**config.mk**
```make
export PLATFORM = sky130hd
export DESIGN_NAME = i2c_dyn_seq
export DESIGN_NICKNAME = d
export VERILOG_FILES = /design/src/rtl/i2cseq_pkg.sv /design/src/rtl/seq_fifo.sv /design/src/rtl/seq_ctrl.sv /design/src/rtl/i2c_dyn_seq.sv
export SDC_FILE = /design/constraint.sdc
export NUM_CORES = 1
export LEC_CHECK = 0
export BUFFER_PORTS_ARGS = -buffer_cell sky130_fd_sc_hd__buf_4
export CORE_ASPECT_RATIO = 1.5
export CORE_MARGIN = 10
export CORE_UTILIZATION = 33
export DETAILED_ROUTE_END_ITERATION = 12
export PLACE_DENSITY_LB_ADDON = 0.15
export SLEW_MARGIN = 20
export SYNTH_ARGS = -nofsm -noshare
export SYNTH_HDL_FRONTEND = slang
export SYNTH_SLANG_ARGS = --single-unit
export TNS_END_PERCENT = 20
```
**constraint.sdc**
```tcl
create_clock -name clk -period 3.5 [get_ports clk]
set_clock_uncertainty 0.2 [all_clocks]
set_input_delay 0.35 -clock clk [delete_from_list [all_inputs] [get_ports clk]]
set_output_delay 0.35 -clock clk [all_outputs]
set_load 0.1 [all_outputs]
```
**src/rtl/i2cseq_pkg.sv**
```systemverilog
package i2cseq_pkg;

  localparam int ENTRY_W   = 10;
  localparam int START_POS = 8;
  localparam int STOP_POS  = 9;

  typedef enum logic [2:0] {
    OP_NONE   = 3'd0,
    OP_START  = 3'd1,
    OP_RSTART = 3'd2,
    OP_WRITE  = 3'd3,
    OP_READ   = 3'd4,
    OP_STOP   = 3'd5
  } seq_op_e;

  // Zero-based occupancy: empty and single entry both read 0.
  function automatic int zero_based(input int cnt);
    return (cnt == 0) ? 0 : cnt - 1;
  endfunction

  // Free slots as seen from the zero-based occupancy.
  function automatic int free_space(input int depth, input int zb);
    return depth - 1 - zb;
  endfunction

  // Level reached when the count reaches the setting plus one.
  function automatic logic level_hit(input int cnt, input int thr);
    return cnt >= thr + 1;
  endfunction

endpackage

```
**src/rtl/seq_fifo.sv**
```systemverilog
module seq_fifo #(
  parameter int W     = 8,
  parameter int DEPTH = 16
) (
  input  logic                         clk,
  input  logic                         rst_n,
  input  logic                         push,
  input  logic [W-1:0]                 wdata,
  input  logic                         pop,
  output logic [W-1:0]                 rdata,
  output logic                         full,
  output logic                         empty,
  output logic [$clog2(DEPTH+1)-1:0]   count
);
  localparam int AW = $clog2(DEPTH);
  localparam int CW = $clog2(DEPTH + 1);

  logic [W-1:0]  mem [DEPTH];
  logic [AW-1:0] wr_ptr, rd_ptr;
  logic [CW-1:0] cnt_q;
  logic          do_push, do_pop;

  function automatic logic [AW-1:0] next_ptr(input logic [AW-1:0] p);
    return (p == AW'(DEPTH - 1)) ? '0 : p + 1'b1;
  endfunction

  assign full    = (cnt_q == CW'(DEPTH));
  assign empty   = (cnt_q == '0);
  assign do_push = push && !full;
  assign do_pop  = pop && !empty;
  assign rdata   = mem[rd_ptr];
  assign count   = cnt_q;

  always_ff @(posedge clk) begin
    if (do_push) mem[wr_ptr] <= wdata;
  end

  always_ff @(posedge clk) begin
    if (!rst_n) begin
      wr_ptr <= '0;
      rd_ptr <= '0;
      cnt_q  <= '0;
    end else begin
      if (do_push) wr_ptr <= next_ptr(wr_ptr);
      if (do_pop)  rd_ptr <= next_ptr(rd_ptr);
      case ({do_push, do_pop})
        2'b10:   cnt_q <= cnt_q + 1'b1;
        2'b01:   cnt_q <= cnt_q - 1'b1;
        default: cnt_q <= cnt_q;
      endcase
    end
  end
endmodule

```
**src/rtl/seq_ctrl.sv**
```systemverilog
module seq_ctrl
  import i2cseq_pkg::*;
(
  input  logic               clk,
  input  logic               rst_n,
  input  logic [ENTRY_W-1:0] head,
  input  logic               head_vld,
  output logic               pop,
  output logic               cmd_valid,
  input  logic               cmd_ready,
  output logic [2:0]         cmd_op,
  output logic [7:0]         cmd_byte,
  output logic               cmd_ack,
  input  logic               rsp_valid,
  input  logic               rsp_nack,
  input  logic [7:0]         rsp_data,
  output logic               rx_push,
  output logic [7:0]         rx_data,
  input  logic               rx_full,
  output logic               hold_scl,
  output logic               tx_error,
  output logic               bus_free
);
  typedef enum logic [2:0] {
    ST_DISPATCH, ST_ISSUE, ST_WAIT, ST_LEN, ST_FLUSH
  } seq_state_e;

  seq_state_e state;
  seq_op_e    op_q;
  logic [7:0] byte_q;
  logic [7:0] rd_left;
  logic       master_q, read_q, stop_q, rd_stop_q;
  logic       h_start, h_stop, addr_op, rsp_here;

  assign h_start  = head[START_POS];
  assign h_stop   = head[STOP_POS];
  assign addr_op  = (op_q == OP_START) || (op_q == OP_RSTART) || (op_q == OP_WRITE);
  assign rsp_here = (state == ST_WAIT) && rsp_valid;

  assign cmd_op   = op_q;
  assign cmd_byte = byte_q;
  assign cmd_ack  = (rd_left > 8'd1);
  assign rx_data  = rsp_data;

  always_comb begin
    cmd_valid = (state == ST_ISSUE) && !((op_q == OP_READ) && rx_full);
    rx_push   = rsp_here && (op_q == OP_READ);
    tx_error  = rsp_here && rsp_nack && addr_op;
    bus_free  = rsp_here && (op_q == OP_STOP) && !head_vld;
    hold_scl  = master_q && !head_vld && ((state == ST_DISPATCH) || (state == ST_LEN));
    case (state)
      ST_DISPATCH, ST_LEN: pop = head_vld;
      ST_FLUSH:            pop = head_vld && !h_start && !stop_q;
      default:             pop = 1'b0;
    endcase
  end

  always_ff @(posedge clk) begin
    if (!rst_n) begin
      state     <= ST_DISPATCH;
      op_q      <= OP_NONE;
      byte_q    <= '0;
      rd_left   <= '0;
      master_q  <= 1'b0;
      read_q    <= 1'b0;
      stop_q    <= 1'b0;
      rd_stop_q <= 1'b0;
    end else begin
      case (state)
        ST_DISPATCH: begin
          if (head_vld) begin
            if (h_start) begin
              op_q   <= master_q ? OP_RSTART : OP_START;
              byte_q <= head[7:0];
              stop_q <= h_stop;
              read_q <= head[0];
              state  <= ST_ISSUE;
            end else if (master_q) begin
              op_q   <= OP_WRITE;
              byte_q <= head[7:0];
              stop_q <= h_stop;
              read_q <= 1'b0;
              state  <= ST_ISSUE;
            end
          end
        end
        ST_ISSUE: begin
          if (cmd_valid && cmd_ready) state <= ST_WAIT;
        end
        ST_WAIT: begin
          if (rsp_valid) begin
            case (op_q)
              OP_START, OP_RSTART, OP_WRITE: begin
                master_q <= 1'b1;
                if (rsp_nack)     state <= ST_FLUSH;
                else if (read_q)  state <= ST_LEN;
                else if (stop_q) begin
                  op_q  <= OP_STOP;
                  state <= ST_ISSUE;
                end else          state <= ST_DISPATCH;
              end
              OP_READ: begin
                rd_left <= rd_left - 1'b1;
                if (rd_left == 8'd1) begin
                  if (rd_stop_q) begin
                    op_q  <= OP_STOP;
                    state <= ST_ISSUE;
                  end else state <= ST_DISPATCH;
                end else state <= ST_ISSUE;
              end
              default: begin
                master_q <= 1'b0;
                state    <= ST_DISPATCH;
              end
            endcase
          end
        end
        ST_LEN: begin
          if (head_vld) begin
            rd_left   <= head[7:0];
            rd_stop_q <= h_stop;
            if (head[7:0] == 8'd0) begin
              if (h_stop) begin
                op_q  <= OP_STOP;
                state <= ST_ISSUE;
              end else state <= ST_DISPATCH;
            end else begin
              op_q  <= OP_READ;
              state <= ST_ISSUE;
            end
          end
        end
        default: begin
          if (stop_q || !head_vld || h_start) begin
            op_q  <= OP_STOP;
            state <= ST_ISSUE;
          end else if (h_stop) begin
            stop_q <= 1'b1;
          end
        end
      endcase
    end
  end
endmodule

```
**src/rtl/i2c_dyn_seq.sv**
```systemverilog
module i2c_dyn_seq
  import i2cseq_pkg::*;
#(
  parameter int DEPTH = 16
) (
  input  logic                       clk,
  input  logic                       rst_n,
  input  logic                       tx_wr_en,
  input  logic [9:0]                 tx_wr_data,
  output logic                       tx_full,
  output logic                       tx_empty,
  output logic [$clog2(DEPTH)-1:0]   tx_occ,
  output logic [$clog2(DEPTH)-1:0]   tx_free,
  input  logic                       rx_rd_en,
  output logic [7:0]                 rx_rd_data,
  output logic                       rx_empty,
  output logic                       rx_full,
  output logic [$clog2(DEPTH)-1:0]   rx_occ,
  input  logic [$clog2(DEPTH)-1:0]   rx_thresh,
  output logic                       rx_level,
  output logic                       cmd_valid,
  input  logic                       cmd_ready,
  output logic [2:0]                 cmd_op,
  output logic [7:0]                 cmd_byte,
  output logic                       cmd_ack,
  input  logic                       rsp_valid,
  input  logic                       rsp_nack,
  input  logic [7:0]                 rsp_data,
  output logic                       hold_scl,
  output logic                       tx_error,
  output logic                       bus_free
);
  localparam int OW = $clog2(DEPTH);
  localparam int CW = $clog2(DEPTH + 1);

  logic [ENTRY_W-1:0] tx_head;
  logic [CW-1:0]      tx_cnt, rx_cnt;
  logic               tx_pop_w, rx_push_w;
  logic [7:0]         rx_push_data;

  seq_fifo #(.W(ENTRY_W), .DEPTH(DEPTH)) u_txq (
    .clk(clk), .rst_n(rst_n), .push(tx_wr_en), .wdata(tx_wr_data),
    .pop(tx_pop_w), .rdata(tx_head), .full(tx_full), .empty(tx_empty),
    .count(tx_cnt)
  );

  seq_fifo #(.W(8), .DEPTH(DEPTH)) u_rxq (
    .clk(clk), .rst_n(rst_n), .push(rx_push_w), .wdata(rx_push_data),
    .pop(rx_rd_en), .rdata(rx_rd_data), .full(rx_full), .empty(rx_empty),
    .count(rx_cnt)
  );

  seq_ctrl u_ctrl (
    .clk(clk), .rst_n(rst_n), .head(tx_head), .head_vld(!tx_empty),
    .pop(tx_pop_w), .cmd_valid(cmd_valid), .cmd_ready(cmd_ready),
    .cmd_op(cmd_op), .cmd_byte(cmd_byte), .cmd_ack(cmd_ack),
    .rsp_valid(rsp_valid), .rsp_nack(rsp_nack), .rsp_data(rsp_data),
    .rx_push(rx_push_w), .rx_data(rx_push_data), .rx_full(rx_full),
    .hold_scl(hold_scl), .tx_error(tx_error), .bus_free(bus_free)
  );

  assign tx_occ   = OW'(zero_based(int'(tx_cnt)));
  assign tx_free  = OW'(free_space(DEPTH, zero_based(int'(tx_cnt))));
  assign rx_occ   = OW'(zero_based(int'(rx_cnt)));
  assign rx_level = level_hit(int'(rx_cnt), int'(rx_thresh));
endmodule

```
==> impl_metrics.yaml, run 1 <==
layout:
  layout_common_cells: "edfxtp_1 (288), buf_4 (127), nor2_1 (85)"
  nNetsFinal: 1104
  area_growth_pct: 21.4
  diodes: 0
  final_common_cell: "edfxtp_1"
  drive_gt1_share_pct: 27.7
die:
  die_h_um: 277
  ios: 70
  dieWidth_um: 191
  dieArea_mm2: 0.0531
  start_util_pct: 33.2
  num_rows: 94
  fp.coreArea_mm2: 0.0438
global_route:
  grt_pass1_vias: 8614
  antenna_found_initial: 0
  grt_use_total_pct: 13.4
  grt_max_degree: 46
  grt_overflow: 0
  grt_pass1_wl_mm: 53.8
cts:
  cts_buffers: 37
  cts_root_buf: "clkbuf_16"
  insertion_delay_ps: 530
  cts.clk_slew.worst_paths_ps: 60
  htree_levels: 2
  cts_sinks: 348
  cts_tree: "built"
  cts_buffer_depth: 3
setup_path:
  worstPathArrival_ps: 3580
  path_class: "reg2reg"
  crit_path_top_delay_cell: "mux4_2"
  slowest_delay_ps: 530
  cp_max_fo: 6
  crit_chain: "mux4_2 -> mux4_2 -> nor3_2 -> o21ai_2 -> inv_2 -> ha_4 -> xor2_1 -> ha_2 -> a21oi_4 -> buf_4 -> xor2_1 -> or3_1 -> a21oi_1"
  startpoint_type: "flop"
  cp.required_ps: 3750
  crit_path_end_kind: "flop"
pwr:
  p_leak_nw: 6.03
  p_per_area_mw_per_mm2: 735
  peakVddDrop_mv: 0.782
  p_total_mw: 13.0
synth:
  synth-seq-cells: 348
  netlist_instances: 899
  syn_avg_cell_area_um2: 16.2
  synth_fa_ha_area_share_pct: 2.63
  synthXorXnorAreaFrac_pct: 1.32
  synth_enable_flop_cells: 288
  synthFlopType: "edfxtp_1"
  synth_compound_area_share_pct: 4.72
  syn-num-nets: 958
  synthDistinctLibCells: 64
  synth_simple_gate_area_share_pct: 7.24
  ys_seq_area_share_pct: 67.7
  synth_top_family_by_area: "multiplexers"
  synth_area_mm2: 0.0145
  ys_warn_count: 0
  async_flop_share_pct: 0
  muxShareOfSynthArea_pct: 13.9
detailed_routing:
  first_pass_iters: 6
  postRouteAntennaNets: 0
  vias_per_cell: 4.91
  routedWlPerCell_um: 21.5
  drt-initial-drc-count: 421
  vias: 8108
  drc: 0
  routed_wl_mm: 35.6
sta:
  maxSlewHeadroom_pct: 38.5
  hold_ws_ps: 114
  max_freq_mhz: 301
  worst_pin_slew_ps: 922
  grt_setup_unrepaired: "yes"
  hold_viol_final: 0
  drv_slew: 0
  finalCriticalPeriod_ps: 3330
  setup_viol: 0
  post-route-period-util_pct: 95.0
outcome:
  outcome: "complete, no violations"
placement:
  routabilityCongestion: 0.784
  io_buffers: 69
  hpwlAfterDp_mm: 25.0
worst_hold_path:
  hold_class: "in2reg"
run:
  cap_violations: 0
[cells by family after synthesis]
family / count (synthesis)
mux: 101
simple gates: 216
xor+xnor: 22
flops: 348
fa+ha+maj: 30
compound gates: 108
buf+inv: 74
[flip-flops by register name, indices dropped and copies added, names as in the netlist, named ones only]
signal and count:
u_txq.mem 160, u_rxq.mem 128, u_ctrl.cmd_byte 8, u_ctrl.rd_left 8, u_rxq.count 5, u_txq.count 5
u_rxq.rd_ptr 4, u_rxq.wr_ptr 4, u_txq.rd_ptr 4, u_txq.wr_ptr 4, u_ctrl.cmd_op 3, u_ctrl.state 3
u_ctrl.master_q 1, u_ctrl.rd_stop_q 1, u_ctrl.read_q 1, u_ctrl.stop_q 1
[area by class of cell]
type | count | area [µm²]
inverters | 31 | 121
fillers | 4072 | 26100
clock inverters | 18 | 205
repair buffers | 150 | 1200
flip-flops and latches | 348 | 9860
clock buffers | 50 | 1060
well taps | 576 | 721
multi-input cells | 477 | 4490
[power breakdown]
| part | internal (mW) | total (mW) | switching [mW] |
|---|---|---|---|
| Sequential | 4.66 | 4.89 | 0.232 |
| Clock | 2.43 | 4.03 | 1.60 |
| Combinational | 1.33 | 4.05 | 2.72 |
[cell usage after synthesis (2+ instances only)]
master | n | area (µm²)
a211oi_1 | 4 | 30.0
a21o_1 | 3 | 22.5
a21oi_1 | 32 | 160
a221oi_1 | 9 | 78.8
a22oi_1 | 10 | 75.1
a31oi_1 | 4 | 25.0
and2_1 | 2 | 12.5
and2b_1 | 2 | 15.0
and3_1 | 6 | 37.5
buf_1 | 7 | 26.3
buf_2 | 2 | 10.0
buf_4 | 5 | 37.5
buf_6 | 5 | 56.3
clkbuf_1 | 21 | 78.8
clkbuf_4 | 2 | 15.0
dfxtp_1 | 60 | 1200
edfxtp_1 | 288 | 8650
ha_1 | 29 | 363
inv_1 | 29 | 109
mux2i_1 | 23 | 230
mux4_1 | 9 | 236
mux4_2 | 69 | 1550
nand2_1 | 41 | 154
nand2b_1 | 11 | 68.8
nand3_1 | 18 | 90.1
nand4_1 | 3 | 18.8
nand4b_1 | 2 | 17.5
nor2_1 | 86 | 323
nor2b_1 | 7 | 43.8
nor3_1 | 14 | 70.1
nor3b_1 | 2 | 15.0
nor4_1 | 4 | 25.0
nor4b_1 | 4 | 35.0
o211ai_1 | 4 | 30.0
o21ai_0 | 24 | 120
o21ai_1 | 2 | 10.0
o21bai_1 | 2 | 15.0
o31ai_1 | 2 | 15.0
or2_2 | 3 | 18.8
or3_1 | 5 | 31.3
xnor2_1 | 9 | 78.8
xor2_1 | 13 | 114
[metal layers]
metal	share of wire, %	GRT usage [%]	vias to the layer above
li1	-	-	3793
met1	37	14.0	4126
met2	58	26.2	134
met3	2.6	2.02	55
met4	2.5	4.04	0
met5	0	0	-
[per-stage QoR]
stage                     setup TNS, ps  util, %  worst slack, ps  instance area (µm²)  instances
after floorplan                   -1180        -             -908                14600        899
after global placement                0     36.9             99.1                16100       1560
after detailed placement              0     36.9             82.7                16100       1560
after CTS                             0     40.2             53.8                17600       1649
after global routing              -7.77     40.4            -7.77                17700       1650
final                                 0     40.4              174                17700       1650
[final timing paths]
path                                    from                              end  slack (ps)  depth (start not counted)
min reg2reg  u_ctrl.cmd_byte[4]$_SDFFE_PN0P_  u_ctrl.cmd_byte[4]$_SDFFE_PN0P_         300                          2
min                                rsp_valid     u_ctrl.master_q$_SDFFE_PN0P_         110                          4
max reg2reg                             flop      u_txq.count[2]$_SDFFE_PN0P_         170                         13
max                                     flop      u_txq.count[2]$_SDFFE_PN0P_         170                         13
[repair_timing]
action / 4_1_cts / 5_1_grt
hold buffers: 21 / 0
setup endpoints to repair: 0 / 3
setup buffers: 0 / 1
gates resized for setup: 0 / 12
endpoints found under the hold margin: 292 / 0
[critical path: cells and delay by family, from the launching register on]
family / cells / cell delay [ps]
DFF: 1 / 400
AOI/OAI and AO/OA: 3 / 280
and+or+nand+nor: 2 / 440
muxes: 2 / 1030
buffers and inverters: 2 / 240
adders and majority gates: 2 / 340
xor gates and xnor gates: 2 / 290
No activity file was read; power rests on OpenSTA's default activity.
==> run 2: changes to the inputs <==
- BUFFER_PORTS_ARGS: -buffer_cell sky130_fd_sc_hd__buf_4 -> default
- DONT_BUFFER_PORTS: default -> 1
==> impl_metrics.yaml, run 2 (synthesized netlist as in run 1, its figures left out) <==
layout:
  fin_area_mm2: 0.0174
  largest_register_ffs: 160
  reg_top3: "u_txq.mem x160, u_rxq.mem x128"
  nNetsFinal: 1068
  diodes: 0
  final_common_cell: "edfxtp_1"
  drive_gt1_share_pct: 24.6
  nFillCells: 4105
  regMostFlops: "u_txq.mem"
  area_growth_pct: 19.7
  layout_common_cells: "edfxtp_1 (288), buf_4 (82), nor2_1 (81)"
detailed_routing:
  drc: 0
  routedWlPerCell_um: 22.3
  vias: 8045
  first_pass_iters: 5
  postRouteAntennaNets: 0
  routed_wl_mm: 36.0
  vias_per_cell: 4.99
  drt-initial-drc-count: 464
sta:
  max_freq_mhz: 298
  setup_viol: 0
  drv_slew: 0
  post-route-period-util_pct: 95.8
  hold_ws_ps: 30.0
  fin_ws_ps: 148
  grt_setup_unrepaired: "no"
  maxSlewHeadroom_pct: 28.1
  hold_viol_final: 0
  finalCriticalPeriod_ps: 3350
  worst_pin_slew_ps: 1080
cts:
  insertion_delay_ps: 540
  cts_tree: "built"
  htree_levels: 2
  cts_root_buf: "clkbuf_16"
  cts.clk_slew.worst_paths_ps: 60
  cts_sinks: 348
  cts_buffer_depth: 3
  cts_buffers: 37
setup_path:
  path_delay_family: "multiplexers"
  crit_path_end_kind: "flop"
  cp.required_ps: 3670
  worstPathArrival_ps: 3530
  startpoint_type: "flop"
  crit_end: "u_txq.count[4]$_SDFFE_PN0P_"
  rr_worst_depth: 14
  crit_chain: "mux4_2 -> mux4_2 -> nor3_4 -> o21ai_2 -> inv_2 -> ha_2 -> xor2_1 -> ha_2 -> a21oi_2 -> nor3b_2 -> o21ai_1 -> a21oi_1 -> xnor2_1 -> nor2_1"
  slowest_delay_ps: 550
  r2r-end: "u_txq.count[4]$_SDFFE_PN0P_"
  cp_max_fo: 6
  crit_buf_inv: 1
  reg2reg_slack_ps: 150
  cp.depth: 14
  path_class: "reg2reg"
  crit_path_top_delay_cell: "mux4_2"
outcome:
  outcome: "complete, no violations"
global_route:
  antenna_found_initial: 0
  grt_use_total_pct: 13.7
  grt_pass1_wl_mm: 54.7
  grt_max_degree: 46
  grt_overflow: 0
  grt_pass1_vias: 8535
die:
  dieWidth_um: 191
  ios: 70
  dieArea_mm2: 0.0531
  start_util_pct: 33.2
  fp.coreArea_mm2: 0.0438
  num_rows: 94
  die_h_um: 277
pwr:
  seqPwrFrac_pct: 39.9
  p_total_mw: 12.8
  p_switching_mw: 4.59
  power.internal_mw: 8.26
  p_sw_share_pct: 35.7
  p_leak_nw: 5.83
  p_per_area_mw_per_mm2: 738
  peakVddDrop_mv: 0.876
  clkPwrFrac_pct: 29.5
  p_comb_share_pct: 30.6
placement:
  routabilityCongestion: 0.802
  placed_cell_area_mm2: 0.0160
  hpwlAfterDp_mm: 25.2
  io_buffers: 0
  dpl_worst_slack_ps: -49.1
run:
  cap_violations: 0
worst_hold_path:
  worstHoldStart: "rsp_nack"
  hold_class: "in2reg"
-- run 2: cell count changes in the layout (fill, tap and decap cells not counted), moves of 2 or more --
| cell | delta |
|---|---|
| clkinvlp_4 | -2 |
| buf_12 | +5 |
| buf_4 | -45 |
| buf_16 | +3 |
| clkinv_1 | +6 |
| nor2_1 | -4 |
| bufinv_16 | -2 |
| clkinv_2 | -4 |
| nor2_2 | +4 |
| clkbuf_1 | +2 |
| clkbuf_8 | -2 |
-- run 2: final cells by class --
type	instances	area (µm²)	share of cell area [%]
Inverter	31	121	0.697
Tap cell	576	721	4.14
Clock buffer	49	1010	5.82
Sequential cell	348	9860	56.6
Multi-Input combinational cell	477	4500	25.8
Clock inverter	17	140	0.805
Timing Repair Buffer	114	1060	6.08
-- run 2: per-stage QoR --
stage | TNS (ps) | utilization [%] | std cells
after floorplan | -1180 | - | 899
after global placement | -47.4 | 36.6 | 1524
after detailed placement | -49.1 | 36.6 | 1524
after CTS | 0 | 39.7 | 1612
after global routing | 0 | 39.8 | 1612
final | 0 | 39.8 | 1612
-- run 2: per-layer routing --
| layer | global-route usage, % | vias to the layer above | wire, µm |
|---|---|---|---|
| met2 | 26.6 | 139 | 20800 |
| met3 | 2.77 | 62 | 1380 |
| met1 | 14.0 | 4120 | 12900 |
| met4 | 4.50 | 0 | 1000 |
| li1 | - | 3724 | - |
| met5 | 0 | - | 0 |
-- run 2: worst reg2reg max path: cells and delay by family (launching register included) --
kind,cells,cell delay (ps)
adders and majority gates,2,370
DFF,1,410
buffers and inverters,1,60
xor gates and xnor gates,2,290
and+or+nand+nor,3,390
AOI/OAI and AO/OA,4,410
muxes,2,1060
-- run 2: worst min path at each step --
stage                                    to  slack [ps]  cells after the start
2_1_floorplan     u_rxq.mem[0][0]$_DFFE_PP_         250                      0
3_3_place_gp     u_txq.mem[13][4]$_DFFE_PP_         250                      0
3_5_place_dp     u_txq.mem[14][4]$_DFFE_PP_         250                      0
4_1_cts        u_ctrl.state[1]$_SDFFE_PN0P_           6                      3
5_1_grt        u_ctrl.state[1]$_SDFFE_PN0P_          30                      3
6_report       u_ctrl.state[1]$_SDFFE_PN0P_          30                      3
-- run 2: power groups by stage --
| stage | clock, mW | combinational, mW | sequential (mW) |
|---|---|---|---|
| after floorplan | 0 | 2.72 | 5.21 |
| after global routing | 4.07 | 4.19 | 5.16 |
| after CTS | 3.90 | 3.95 | 5.14 |
| after global placement | 0 | 3.87 | 5.22 |
| final | 3.79 | 3.92 | 5.13 |
| after detailed placement | 0 | 3.86 | 5.22 |
-- run 2: timing repair --
item / in CTS / in global routing
setup endpoints to repair: 2 / 2
hold buffers: 22 / 0
hold endpoints to repair: 299 / 0
pin swaps: 0 / 2
buffers inserted: 0 / 0
gates resized for setup: 2 / 8
